**config.mk**
```make
export PLATFORM = sky130hd
export DESIGN_NAME = cr_compare_unit
export DESIGN_NICKNAME = d
export VERILOG_FILES = /design/src/rtl/crcmp_pkg.sv /design/src/rtl/crcmp_operand_shaper.sv /design/src/rtl/crcmp_magnitude.sv /design/src/rtl/crcmp_field_merge.sv /design/src/rtl/cr_compare_unit.sv
export SDC_FILE = /design/constraint.sdc
export NUM_CORES = 1
export LEC_CHECK = 0
export BUFFER_PORTS_ARGS = -buffer_cell sky130_fd_sc_hd__buf_2
export CORE_MARGIN = 2
export CORE_UTILIZATION = 40
export DETAILED_ROUTE_END_ITERATION = 8
export PLACE_DENSITY_LB_ADDON = 0.15
export SLEW_MARGIN = 20
export SYNTH_ARGS = -nofsm -noshare
export SYNTH_HDL_FRONTEND = slang
export SYNTH_SLANG_ARGS = --single-unit
```
**constraint.sdc**
```tcl
create_clock -name clk -period 3.1 [get_ports clk]
set_input_delay 0.155 -clock clk [delete_from_list [all_inputs] [get_ports clk]]
set_output_delay 0.155 -clock clk [all_outputs]
set_load 0.01 [all_outputs]
```
**src/rtl/crcmp_pkg.sv**
```systemverilog
package crcmp_pkg;

    typedef enum logic [1:0] {
        OP_SIMM = 2'b00,
        OP_SREG = 2'b01,
        OP_UIMM = 2'b10,
        OP_UREG = 2'b11
    } cmp_op_e;

    typedef struct packed {
        logic lt;
        logic gt;
        logic eq;
        logic so;
    } cond_field_t;

endpackage

```
**src/rtl/crcmp_operand_shaper.sv**
```systemverilog
module crcmp_operand_shaper #(
    parameter int DATA_W   = 32,
    parameter int NARROW_W = 32,
    parameter int IMM_W    = 16
) (
    input  logic              is_unsigned,
    input  logic              use_reg,
    input  logic              wide,
    input  logic [DATA_W-1:0] opa,
    input  logic [DATA_W-1:0] opb,
    input  logic [IMM_W-1:0]  imm,
    output logic [DATA_W-1:0] a_eff,
    output logic [DATA_W-1:0] b_eff
);
    localparam int EXT_W = DATA_W - IMM_W;

    logic [DATA_W-1:0] imm_ext;
    logic [DATA_W-1:0] b_raw;

    always_comb begin
        imm_ext = {{EXT_W{imm[IMM_W-1] & ~is_unsigned}}, imm};
        b_raw   = use_reg ? opb : imm_ext;
    end

    generate
        if (DATA_W > NARROW_W) begin : g_narrowing
            localparam int PAD_W = DATA_W - NARROW_W;
            always_comb begin
                if (wide) begin
                    a_eff = opa;
                    b_eff = b_raw;
                end else begin
                    a_eff = {{PAD_W{opa[NARROW_W-1] & ~is_unsigned}}, opa[NARROW_W-1:0]};
                    b_eff = {{PAD_W{b_raw[NARROW_W-1] & ~is_unsigned}}, b_raw[NARROW_W-1:0]};
                end
            end
        end else begin : g_full
            logic unused_wide;
            assign unused_wide = wide;
            assign a_eff = opa;
            assign b_eff = b_raw;
        end
    endgenerate

endmodule

```
**src/rtl/crcmp_magnitude.sv**
```systemverilog
module crcmp_magnitude
    import crcmp_pkg::*;
#(
    parameter int DATA_W = 32
) (
    input  logic              is_unsigned,
    input  logic [DATA_W-1:0] a,
    input  logic [DATA_W-1:0] b,
    input  logic              so,
    output cond_field_t       code
);
    always_comb begin
        if (is_unsigned) begin
            code.lt = a < b;
            code.gt = a > b;
        end else begin
            code.lt = $signed(a) < $signed(b);
            code.gt = $signed(a) > $signed(b);
        end
        code.eq = (a == b);
        code.so = so;
    end
endmodule

```
**src/rtl/crcmp_field_merge.sv**
```systemverilog
module crcmp_field_merge #(
    parameter int FIELD_W    = 4,
    parameter int NUM_FIELDS = 8,
    parameter int IDX_W      = $clog2(NUM_FIELDS),
    parameter int CR_W       = FIELD_W * NUM_FIELDS
) (
    input  logic [CR_W-1:0]    cr_in,
    input  logic [IDX_W-1:0]   sel,
    input  logic [FIELD_W-1:0] code,
    output logic [CR_W-1:0]    cr_next
);
    generate
        for (genvar i = 0; i < NUM_FIELDS; i++) begin : g_slot
            localparam int LO = CR_W - (i + 1) * FIELD_W;
            assign cr_next[LO +: FIELD_W] =
                (sel == IDX_W'(i)) ? code : cr_in[LO +: FIELD_W];
        end
    endgenerate
endmodule

```
**src/rtl/cr_compare_unit.sv**
```systemverilog
module cr_compare_unit
    import crcmp_pkg::*;
#(
    parameter int DATA_W     = 32,
    parameter int NARROW_W   = 32,
    parameter int IMM_W      = 16,
    parameter int FIELD_W    = 4,
    parameter int NUM_FIELDS = 8,
    localparam int IDX_W     = $clog2(NUM_FIELDS),
    localparam int CR_W      = FIELD_W * NUM_FIELDS
) (
    input  logic              clk,
    input  logic              rst_n,
    input  logic              cmp_valid,
    input  logic [1:0]        cmp_op,
    input  logic [IDX_W-1:0]  cmp_field,
    input  logic              cmp_wide,
    input  logic [DATA_W-1:0] opa,
    input  logic [DATA_W-1:0] opb,
    input  logic [IMM_W-1:0]  imm,
    input  logic              so_in,
    output logic [CR_W-1:0]   cr_out
);
    cmp_op_e           op;
    logic              is_unsigned;
    logic              use_reg;
    logic [DATA_W-1:0] a_eff;
    logic [DATA_W-1:0] b_eff;
    cond_field_t       code;
    logic [CR_W-1:0]   cr_q;
    logic [CR_W-1:0]   cr_next;

    always_comb begin
        op = cmp_op_e'(cmp_op);
        unique case (op)
            OP_SIMM: begin is_unsigned = 1'b0; use_reg = 1'b0; end
            OP_SREG: begin is_unsigned = 1'b0; use_reg = 1'b1; end
            OP_UIMM: begin is_unsigned = 1'b1; use_reg = 1'b0; end
            OP_UREG: begin is_unsigned = 1'b1; use_reg = 1'b1; end
            default: begin is_unsigned = 1'b0; use_reg = 1'b0; end
        endcase
    end

    crcmp_operand_shaper #(
        .DATA_W(DATA_W), .NARROW_W(NARROW_W), .IMM_W(IMM_W)
    ) u_shaper (
        .is_unsigned(is_unsigned), .use_reg(use_reg), .wide(cmp_wide),
        .opa(opa), .opb(opb), .imm(imm), .a_eff(a_eff), .b_eff(b_eff)
    );

    crcmp_magnitude #(.DATA_W(DATA_W)) u_mag (
        .is_unsigned(is_unsigned), .a(a_eff), .b(b_eff), .so(so_in), .code(code)
    );

    crcmp_field_merge #(
        .FIELD_W(FIELD_W), .NUM_FIELDS(NUM_FIELDS), .IDX_W(IDX_W), .CR_W(CR_W)
    ) u_merge (
        .cr_in(cr_q), .sel(cmp_field), .code(code), .cr_next(cr_next)
    );

    always_ff @(posedge clk) begin
        if (!rst_n)         cr_q <= '0;
        else if (cmp_valid) cr_q <= cr_next;
    end

    assign cr_out = cr_q;


    hold_when_idle_chk: assert property (@(posedge clk) disable iff (!rst_n)
        !cmp_valid |=> $stable(cr_out));

    generate
        for (genvar i = 0; i < NUM_FIELDS; i++) begin : g_chk
            localparam int LO = CR_W - (i + 1) * FIELD_W;

            other_field_kept_chk: assert property (@(posedge clk) disable iff (!rst_n)
                (cmp_valid && cmp_field != IDX_W'(i)) |=> $stable(cr_out[LO +: FIELD_W]));

            so_copy_chk: assert property (@(posedge clk) disable iff (!rst_n)
                (cmp_valid && cmp_field == IDX_W'(i)) |=> (cr_out[LO] == $past(so_in)));

            one_relation_chk: assert property (@(posedge clk) disable iff (!rst_n)
                (cmp_valid && cmp_field == IDX_W'(i))
                    |=> ($countones(cr_out[LO+1 +: FIELD_W-1]) == 1));
        end
    endgenerate

endmodule

```
# Word level (Yosys, flattened, before mapping)
# Index checks and enable logic that the tools add are counted.
# word_totals
regBits	32
latch_bits	0
ramBits	0
mem_bits_ro	0
input_bits	90
output_inout_bits	32
wordCells	43
mem_count	0
# classes
n_addsub	0
n_mul	0
n_div	0
magnitude_cmp	4
n_eq_ne	11
n_shift	0
n_mux	4
bitwise	2
reduce_logical	14
# op_table
op	count
$gt 32x32->1	2
$lt 32x32->1	2
$eq 32x32->1	1
$mux 32	1
$reduce_and 2->1	8
$eq 3x3->1 const B	4
$reduce_or 2->1	4
$eq 3x2->1 const B	2
$eq 2x2->1 const B	2
$pmux 1 s2	2
$eq 3x1->1 const B	1
$logic_not 3->1	1
$eq 2x1->1 const B	1
$logic_not 2->1	1
$mux 2	1
$and 1x1->1	1
$not 1->1	1

# Logic depth before layout (Yosys ltp)
# Gate-level depths: netlist (run 1).
# logic_depth
word_depth	8
ltp_mapped	13

# Cells and area by module
# A second synthesis (run 1) with hierarchy kept.
# unflattened
hier_cells	330
area_unflattened_um2	3136.8
# by_module_without_submodules
module	instances	cells_each	area_per_inst_um2	seq_area_each_um2
cr_compare_unit	1	105	1251.2	640.6
crcmp_magnitude	1	115	857.1	0.0
crcmp_operand_shaper	1	70	598.1	0.0
crcmp_field_merge	1	40	430.4	0.0

# Worst setup path before layout (run 1)
# No wires, ideal clock.
# synth_path
kind	input to register
startpoint	input cmp_op[0]
endpoint	register cr_q[14] (netlist: cr_out[14])
setup_time_ns	0.116
arrival_time_ns	2.741
t_required_ns	2.984
path_slack_ns	0.243
stages	11
n_path_buf	3
cell_sequence	clkbuf_1 -> clkbuf_1 -> mux2i_1 -> ha_1 -> a21oi_1 -> nand2_1 -> a21o_1 -> o41a_1 -> o22a_4 -> buf_8 -> a41o_1
# synth_via
elab_chain_len	8
elab_cells_between_ends	16
classes_between	order compare (2); eq/ne (3); mux (4); bitwise (2); reduce/logical (5)
# synth_rtl
item	line_no	source
from (decl)	cr_compare_unit.sv:15	input logic [1:0] cmp_op,
$eq 2x2->1, or another cell as far along	cr_compare_unit.sv:35	unique case (op)
$reduce_or 2->1 (no line)	n/a	
$pmux 1 s2	cr_compare_unit.sv:35	
$not 1->1	crcmp_operand_shaper.sv:21	imm_ext = {{EXT_W{imm[IMM_W-1] & ~is_unsigned}}, imm};
$and 1x1->1	crcmp_operand_shaper.sv:21	
$mux 32	crcmp_operand_shaper.sv:22	b_raw = use_reg ? opb : imm_ext;
$gt 32x32->1 (on tied branches)	crcmp_magnitude.sv:18, crcmp_magnitude.sv:15	
$mux 2 (*)	crcmp_magnitude.sv:13	if (is_unsigned) begin
to (signal assigned)	cr_compare_unit.sv:63	else if (cmp_valid) cr_q <= cr_next;
to (decl)	cr_compare_unit.sv:30	logic [CR_W-1:0] cr_q;
# Every way passes the cells marked *; elsewhere a longest branch is shown, timed or not.
# A chain may end at the register's enable or synchronous reset.

# Final worst setup path (run 1)
# layout_path
startpoint	input imm[15]
endpoint	register cr_q[18] (netlist: cr_out[18])
# layout_via
elab_chain_len	4
elab_cells_between_ends	5
classes_between	order compare (2); mux (2); bitwise (1)
# layout_rtl
item	line_no	source
from (decl)	cr_compare_unit.sv:20	input logic [IMM_W-1:0] imm,
$and 1x1->1	crcmp_operand_shaper.sv:21	
$mux 32 (*)	crcmp_operand_shaper.sv:22	
$gt 32x32->1 (on tied branches)	crcmp_magnitude.sv:18, crcmp_magnitude.sv:15	
$mux 2 (*)	crcmp_magnitude.sv:13	
# Marked as above.

==> results of run 1 <==
## critical path, cell delays in order
cell	delay (ps)
buf_2	90
inv_1	30
o21ai_0	130
buf_4	210
o21ai_0	110
ha_1	330
nand4_1	150
nor4_1	470
nand3_1	390
a41o_2	380
## layer usage
metal | global-route usage (%) | part of all wire [%] | vias up
met3 | 3.45 | 8.1 | 8
met2 | 31.5 | 47 | 78
met5 | 0 | 0 | -
li1 | - | - | 1151
met1 | 23.8 | 44 | 980
met4 | 5.44 | 1.4 | 0
## cell usage in the layout, fill, tap and decap left out, types with 5 or more instances in the layout
master / netlist / routed
a21oi_1: 20 / 20
a41o_2: 6 / 6
buf_2: 0 / 120
clkbuf_8: 0 / 6
dfxtp_1: 32 / 32
ha_1: 32 / 32
inv_1: 5 / 5
mux2i_1: 31 / 31
nand2_1: 17 / 17
nand3_1: 5 / 5
nand4_1: 5 / 5
nor2_1: 14 / 14
nor2b_1: 17 / 17
o21ai_0: 27 / 27
## synth_stat cells (2+ instances only)
| cell type | n | area [µm²] |
|---|---|---|
| dfxtp_1 | 32 | 641 |
| ha_1 | 32 | 400 |
| mux2i_1 | 31 | 310 |
| o21ai_0 | 27 | 135 |
| a21oi_1 | 20 | 100 |
| nand2_1 | 17 | 63.8 |
| nor2b_1 | 17 | 106 |
| nor2_1 | 14 | 52.6 |
| clkbuf_1 | 8 | 30.0 |
| a41o_2 | 6 | 67.6 |
| inv_1 | 5 | 18.8 |
| nand3_1 | 5 | 25.0 |
| nand4_1 | 5 | 31.3 |
| nand2b_1 | 3 | 18.8 |
| nor3_1 | 3 | 15.0 |
| a21o_1 | 2 | 15.0 |
| a41o_1 | 2 | 20.0 |
## area by class of cell
| class | instances | area [µm²] | area share [%] |
|---|---|---|---|
| multi-input combinational | 199 | 1510 | 50.9 |
| sequential | 32 | 641 | 21.5 |
| timing repair buffer | 123 | 623 | 20.9 |
| clock buffer | 8 | 90.1 | 3.03 |
| tap | 72 | 90.1 | 3.03 |
| inverter | 5 | 18.8 | 0.631 |
## per-stage QoR
| step | cells | utilization (%) | total power, mW |
|---|---|---|---|
| final | 439 | 54.7 | 1.01 |
| after global routing | 439 | 54.7 | 1.09 |
| after CTS | 439 | 54.7 | 1.03 |
| after detailed placement | 431 | 53.1 | 0.701 |
| after global placement | 431 | 53.1 | 0.697 |
| after floorplan | 247 | - | 0.605 |
## cell families after synthesis
family                   share of synthesized area [%]
flip-flops                                        28.8
adder cells (fa/ha/maj)                           18.0
buffers and inverters                             3.26
multiplexers                                      14.4
AND/OR/NAND/NOR                                   16.5
AO/OA/AOI/OAI                                     19.1
## how the worst min path moves through the flow
stage                                    endpoint  cells past startpoint
after CTS                  cr_out[0]$_SDFFE_PN0P_                      3
after floorplan           cr_out[23]$_SDFFE_PN0P_                      2
final                      cr_out[0]$_SDFFE_PN0P_                      3
after global placement     cr_out[9]$_SDFFE_PN0P_                      2
after global routing       cr_out[4]$_SDFFE_PN0P_                      3
after detailed placement   cr_out[8]$_SDFFE_PN0P_                      2
## power by group through the flow
stage | registers, mW | logic, mW | clock network [mW]
2_1_floorplan | 0.438 | 0.167 | 0
3_3_place_gp | 0.434 | 0.263 | 0
3_5_place_dp | 0.434 | 0.268 | 0
4_1_cts | 0.425 | 0.269 | 0.338
5_1_grt | 0.425 | 0.308 | 0.357
6_report | 0.425 | 0.266 | 0.323
==> results.cfg, run 1 <==
[power]
internal_power_uw = 731
p_clk_share_pct = 31.9
power.share.sequential_pct = 41.9
power_density_nw_per_um2 = 341
p_sw_uw = 283
comb_power_share_pct = 26.2
switching_share_pct = 27.9
ir_drop_v = 0.000293
power.leakage_nw = 1.53

[global_routing]
antenna_found_initial = 0
grt_usage_pct = 18.5
grt_pass1_vias = 2121
grt_max_degree = 41
grt_overflow = 0
grt_pass1_wl_um = 9430

[final_layout]
antennaDiodeCount = 0
largest_reg_flops = 32
nets = 488
stdcell_area_um2 = 2980
syn2layout_area_growth_pct = 33.7
layout-drive-gt1-share_pct = 39.0
fillers = 572

[timing]
hold_viol = 0
post-route-min-period_ps = 2290
rsz0062_at_grt = false
final.setup.tns_ps = 0
tightest_slew_ps = 749
setup_ws_ps = 808
slew_violations = 0
hold_slack_ps = 282
finClkSkew_ps = 0
relSlewSlack_pct = 49.7
min_period_over_period_pct = 73.9
setup_viol = 0
max_freq_mhz = 436

[clock_network]
cts_hold_buf = 0
cts_tree = built
cts_sinks = 32
numCtsBuffers = 5
clk_pin_slew_ps = 60
htree_levels = 2
cts_root_buf = clkbuf_8
cts_resized = 0
clockBufferDepth = 2
clk_latency_ps = 270
post_cts_buffers = 0

[synthesis]
synth_edf_count = 0
synth.distinct_cells = 35
synth_cells = 247
synthFlopType = dfxtp_1
seq_area_frac_synth_pct = 28.8
syn_area_um2 = 2230
yosys_register_bits = 32
syn_nets = 369
async_flop_share_pct = 0
syn_area_per_cell_um2 = 9.02
yosysWarnings = 0

[min_path]
hold_start = so_in
hp-class = input pin to register

[placed_design]
port_buffers = 120
dpl_worst_slack_ps = 514
gp_congestion = 0.805
dpl_cell_area_um2 = 2890
hpwl_um = 4440

[die]
rows = 27
die_w_um = 78.6
die_h_um = 78.6
start_util_pct = 40.9
io_pins = 122
die_area_um2 = 6180
design.core.area_um2 = 5440

[run]
drv_cap = 0

[worst_setup_path]
worst_setup_path_end_kind = register
r2r_start = cr_out[10]$_SDFFE_PN0P_
cp-start-kind = input pin
crit_fanout = 16
cp.required_ps = 3270
reg2reg_slack_ps = 2350
crit_start = imm[15]
crit_type = input pin to register
reg2reg_depth = 3
rr_endpoint = cr_out[10]$_SDFFE_PN0P_
crit_end = cr_out[18]$_SDFFE_PN0P_
critPathArrivalTime_ps = 2460

[run_status]
status = completed

[routing]
drtIter0Drc = 46
firstDrtPassIters = 4
totalWireLength_um = 5680
drc = 0
vias = 2217
wl_per_cell_um = 12.9
vias_per_cell = 5.05
ant_nets = 0
No activity file was read; power rests on OpenSTA's default activity.
==> inputs of run 2 (changes only) <==
clock period = 2.3 ns   (was 3.1 ns; I/O delays follow)
==> results.cfg, run 2 (synthesis results as in run 1) <==
[run_status]
status = completed

[power]
comb_power_share_pct = 27.2
power.leakage_nw = 1.60
total_power_mw = 1.41
power.share.sequential_pct = 40.5
ir_drop_v = 0.000592
switching_share_pct = 27.3
power_density_nw_per_um2 = 456
p_sw_uw = 386
p_clk_share_pct = 32.3
internal_power_mw = 1.03

[final_layout]
stdcell_area_um2 = 3100
layout_common_cells = 120 x buf_2, 32 x ha_1, 32 x dfxtp_1
layout-drive-gt1-share_pct = 41.3
antennaDiodeCount = 0
nets = 497
final_common_cell = buf_2
syn2layout_area_growth_pct = 39.3
largest_reg_flops = 32
stdcell_count = 447

[timing]
finClkSkew_ps = 0
slew_violations = 0
setup_viol = 0
final.setup.tns_ps = 0
relSlewSlack_pct = 50.8
min_period_over_period_pct = 90.2
post-route-min-period_ps = 2080
max_freq_mhz = 482
tightest_slew_ps = 732
hold_viol = 0
rsz0062_at_grt = false

[worst_setup_path]
crit_slowest_cell = ha_1
crit_chain = buf_2, inv_1, o21ai_4, buf_12, o21ai_0, ha_1, a21oi_1, o21ai_1, a221oi_2, o311ai_1, o22a_4, a41o_2
critPathArrivalTime_ps = 2250
critPathMaxStageDelay_ps = 330
cp.required_ps = 2470
crit_fanout = 16
crit_type = input pin to register
worst_setup_path_end_kind = register
cp-start-kind = input pin

[routing]
drtIter0Drc = 80
ant_nets = 0
vias_per_cell = 4.98
totalWireLength_um = 5670
vias = 2226
firstDrtPassIters = 4
wl_per_cell_um = 12.7
drc = 0

[die]
die_area_um2 = 6180
io_pins = 122
start_util_pct = 40.9
rows = 27
design.core.area_um2 = 5440
die_w_um = 78.6
die_h_um = 78.6

[global_routing]
grt_pass1_vias = 2123
grt_pass1_wl_um = 9430
grt_usage_pct = 18.7
grt_overflow = 0
antenna_found_initial = 0
grt_max_degree = 41

[placed_design]
dp.cells = 439
gp_congestion = 0.731
dpl_cell_area_um2 = 2990
hpwl_um = 4490
port_buffers = 120

[clock_network]
clockBufferDepth = 2
clk_pin_slew_ps = 60
cts_resized = 0
numCtsBuffers = 5
cts_root_buf = clkbuf_8
cts_tree = built
clk_latency_ps = 270
cts_sinks = 32
htree_levels = 2

[min_path]
hp-class = input pin to register

[run]
drv_cap = 0
==> run 2: cell count changes in the layout (fill, tap and decap cells not counted), sizes merged <==
| cell | change |
|---|---|
| buf | +9 |
| clkbuf | -1 |
==> run 2: power by group through the flow <==
stage                     combinational (mW)  sequential, mW  clock (mW)
final                                  0.385           0.572       0.456
after floorplan                        0.235           0.590           0
after CTS                              0.384           0.572       0.469
after global placement                 0.373           0.584           0
after detailed placement               0.382           0.584           0
after global routing                   0.437           0.573       0.489
==> run 2: worst paths after layout <==
path / start / to / slack, ps / depth (start not counted)
worst max-delay path: imm[15] / cr_out[18]$_SDFFE_PN0P_ / 220 / 12
worst max register to register: cr_out[26]$_SDFFE_PN0P_ / cr_out[26]$_SDFFE_PN0P_ / 1550 / 3
worst min-delay path: so_in / cr_out[28]$_SDFFE_PN0P_ / 240 / 3
worst min register to register: cr_out[29]$_SDFFE_PN0P_ / cr_out[29]$_SDFFE_PN0P_ / 510 / 2
==> run 2: cell type report <==
| type | instances | area, µm² |
|---|---|---|
| clock buffer | 7 | 96.3 |
| fill | 520 | 2340 |
| inverter | 5 | 21.3 |
| multi-input combinational | 199 | 1530 |
| sequential | 32 | 641 |
| tap | 72 | 90.1 |
| timing repair buffer | 132 | 728 |
==> run 2: timing repair <==
action                     in CTS  in global routing
hold buffers                    0                  0
setup endpoints to repair       0                 24
setup buffers                   0                  1
==> run 2: stage by stage <==
stage               setup slack [ps]  hold WS (ps)  utilization (%)
floorplan                       9.71           368                -
global placement                -134           494             54.9
detailed placement              -171           501             54.9
CTS                              117           235             56.7
global route                    9.95           251             57.0
finish                           224           239             57.0
==> run 2: metal layers <==
layer / up-vias / GRT usage, % / share of wire, %
li1: 1167 / - / -
met1: 978 / 23.3 / 44
met2: 77 / 32.1 / 47
met3: 4 / 4.37 / 8.0
met4: 0 / 5.26 / 0.74
met5: - / 0 / 0
==> run 2: worst max-delay path, delay by kind of cell <==
family	cells	cell delay [ps]
AOI/OAI and AO/OA	8	1500
adders and majority gates	1	330
buffers and inverters	3	300
==> inputs of run 3 (changes only) <==
CORE_ASPECT_RATIO = 1.75   (was default)
==> results.cfg, run 3 (synthesis results as in run 1) <==
[run_status]
status = completed

[final_layout]
nets = 502
stdcell_area_um2 = 3120
final_common_cell = buf_2
antennaDiodeCount = 0
layout-drive-gt1-share_pct = 42.3
layout_common_cells = 119 x buf_2, 32 x ha_1, 32 x dfxtp_1
largest_reg_flops = 32
syn2layout_area_growth_pct = 40.0

[power]
total_power_mw = 1.41
ir_drop_v = 0.000397
power.leakage_nw = 1.61
power_density_nw_per_um2 = 452

[clock_network]
clockBufferDepth = 2
htree_levels = 2
cts_sinks = 32
cts_root_buf = clkbuf_8
clk_latency_ps = 280
cts_tree = built
clk_pin_slew_ps = 70
numCtsBuffers = 5

[timing]
finClkSkew_ps = 0
hold_viol = 0
relSlewSlack_pct = 52.2
post-route-min-period_ps = 2170
max_freq_mhz = 461
setup_viol = 0
setup_ws_ps = 133
final.setup.tns_ps = 0
rsz0062_at_grt = false
hold_slack_ps = 227
min_period_over_period_pct = 94.2
tightest_slew_ps = 712
slew_violations = 0

[worst_setup_path]
crit_fanout = 16
crit_chain = clkbuf_4, inv_4, o21ai_4, buf_12, o21ai_0, ha_1, a21oi_1, o21ai_1, a221oi_2, o311ai_1, o22a_4, a41o_2
worst_setup_path_end_kind = register
critPathMaxStageDelay_ps = 340
crit_slowest_cell = ha_1
cp.required_ps = 2470
critPathArrivalTime_ps = 2340
crit_buf_inv = 3
cp_top_family = compound AO/OA/AOI/OAI gates
cp-start-kind = input pin
crit_type = input pin to register

[routing]
wl_per_cell_um = 13.1
ant_nets = 0
vias_per_cell = 4.98
vias = 2278
firstDrtPassIters = 4
totalWireLength_um = 5990
drc = 0
drtIter0Drc = 72

[placed_design]
dpl_cell_area_um2 = 3000
dpl_worst_slack_ps = -223
hpwl_um = 4880
gp_congestion = 0.727
port_buffers = 120

[die]
start_util_pct = 40.9
die_h_um = 103
die_area_um2 = 6200
rows = 36
io_pins = 122
die_w_um = 60.4
design.core.area_um2 = 5450

[global_routing]
grt_overflow = 0
grt_pass1_vias = 2094
grt_usage_pct = 18.8
grt_pass1_wl_um = 8940
antenna_found_initial = 0
grt_max_degree = 41

[run]
drv_cap = 0

[min_path]
hp-class = input pin to register
-- run 3: path summary, 6_finish.rpt --
path / start / to / slack [ps] / depth (start not counted)
worst max-delay path: cmp_op[0] / cr_out[6]$_SDFFE_PN0P_ / 130 / 12
worst min-delay path: so_in / cr_out[24]$_SDFFE_PN0P_ / 230 / 3
worst max register to register: cr_out[18]$_SDFFE_PN0P_ / cr_out[18]$_SDFFE_PN0P_ / 1540 / 3
worst min register to register: cr_out[17]$_SDFFE_PN0P_ / cr_out[17]$_SDFFE_PN0P_ / 510 / 2
-- run 3: layout make-up --
cell class	instances	area, µm²
timing repair buffer	137	743
multi-input combinational	199	1530
clock inverter	2	10.0
tap	76	95.1
fill	505	2330
clock buffer	6	82.6
sequential	32	641
inverter	5	21.3
-- run 3: power by group --
part / leakage, nW / internal [mW] / total, mW / switching, mW
clock network: 0.0510 / 0.238 / 0.443 / 0.204
logic: 1.30 / 0.198 / 0.394 / 0.197
registers: 0.259 / 0.566 / 0.572 / 0.00563
total: 1.61 / 1.00 / 1.41 / 0.407
-- run 3: metal layers --
metal,GRT usage [%],vias up,wire length (µm)
met5,0,-,0
met4,6.67,0,80
met3,2.89,6,402
met2,35.4,74,3130
met1,20.3,1013,2370
li1,-,1185,-
-- run 3: what timing repair did --
action	in CTS	in global routing
endpoints found under the setup margin	0	18
gates resized for setup	0	1
buffers inserted	0	1
hold buffers	0	0
-- run 3: through the flow --
step           std cells  util, %
6_report             457     57.2
5_1_grt              457     57.2
4_1_cts              456     56.8
3_5_place_dp         448     55.1
3_3_place_gp         448     55.1
2_1_floorplan        247        -
-- run 3: worst min-delay path: cells and delay by family --
family        cells  cell delay, ps
simple gates      1              50
mux               1             140
buf+inv           1             160
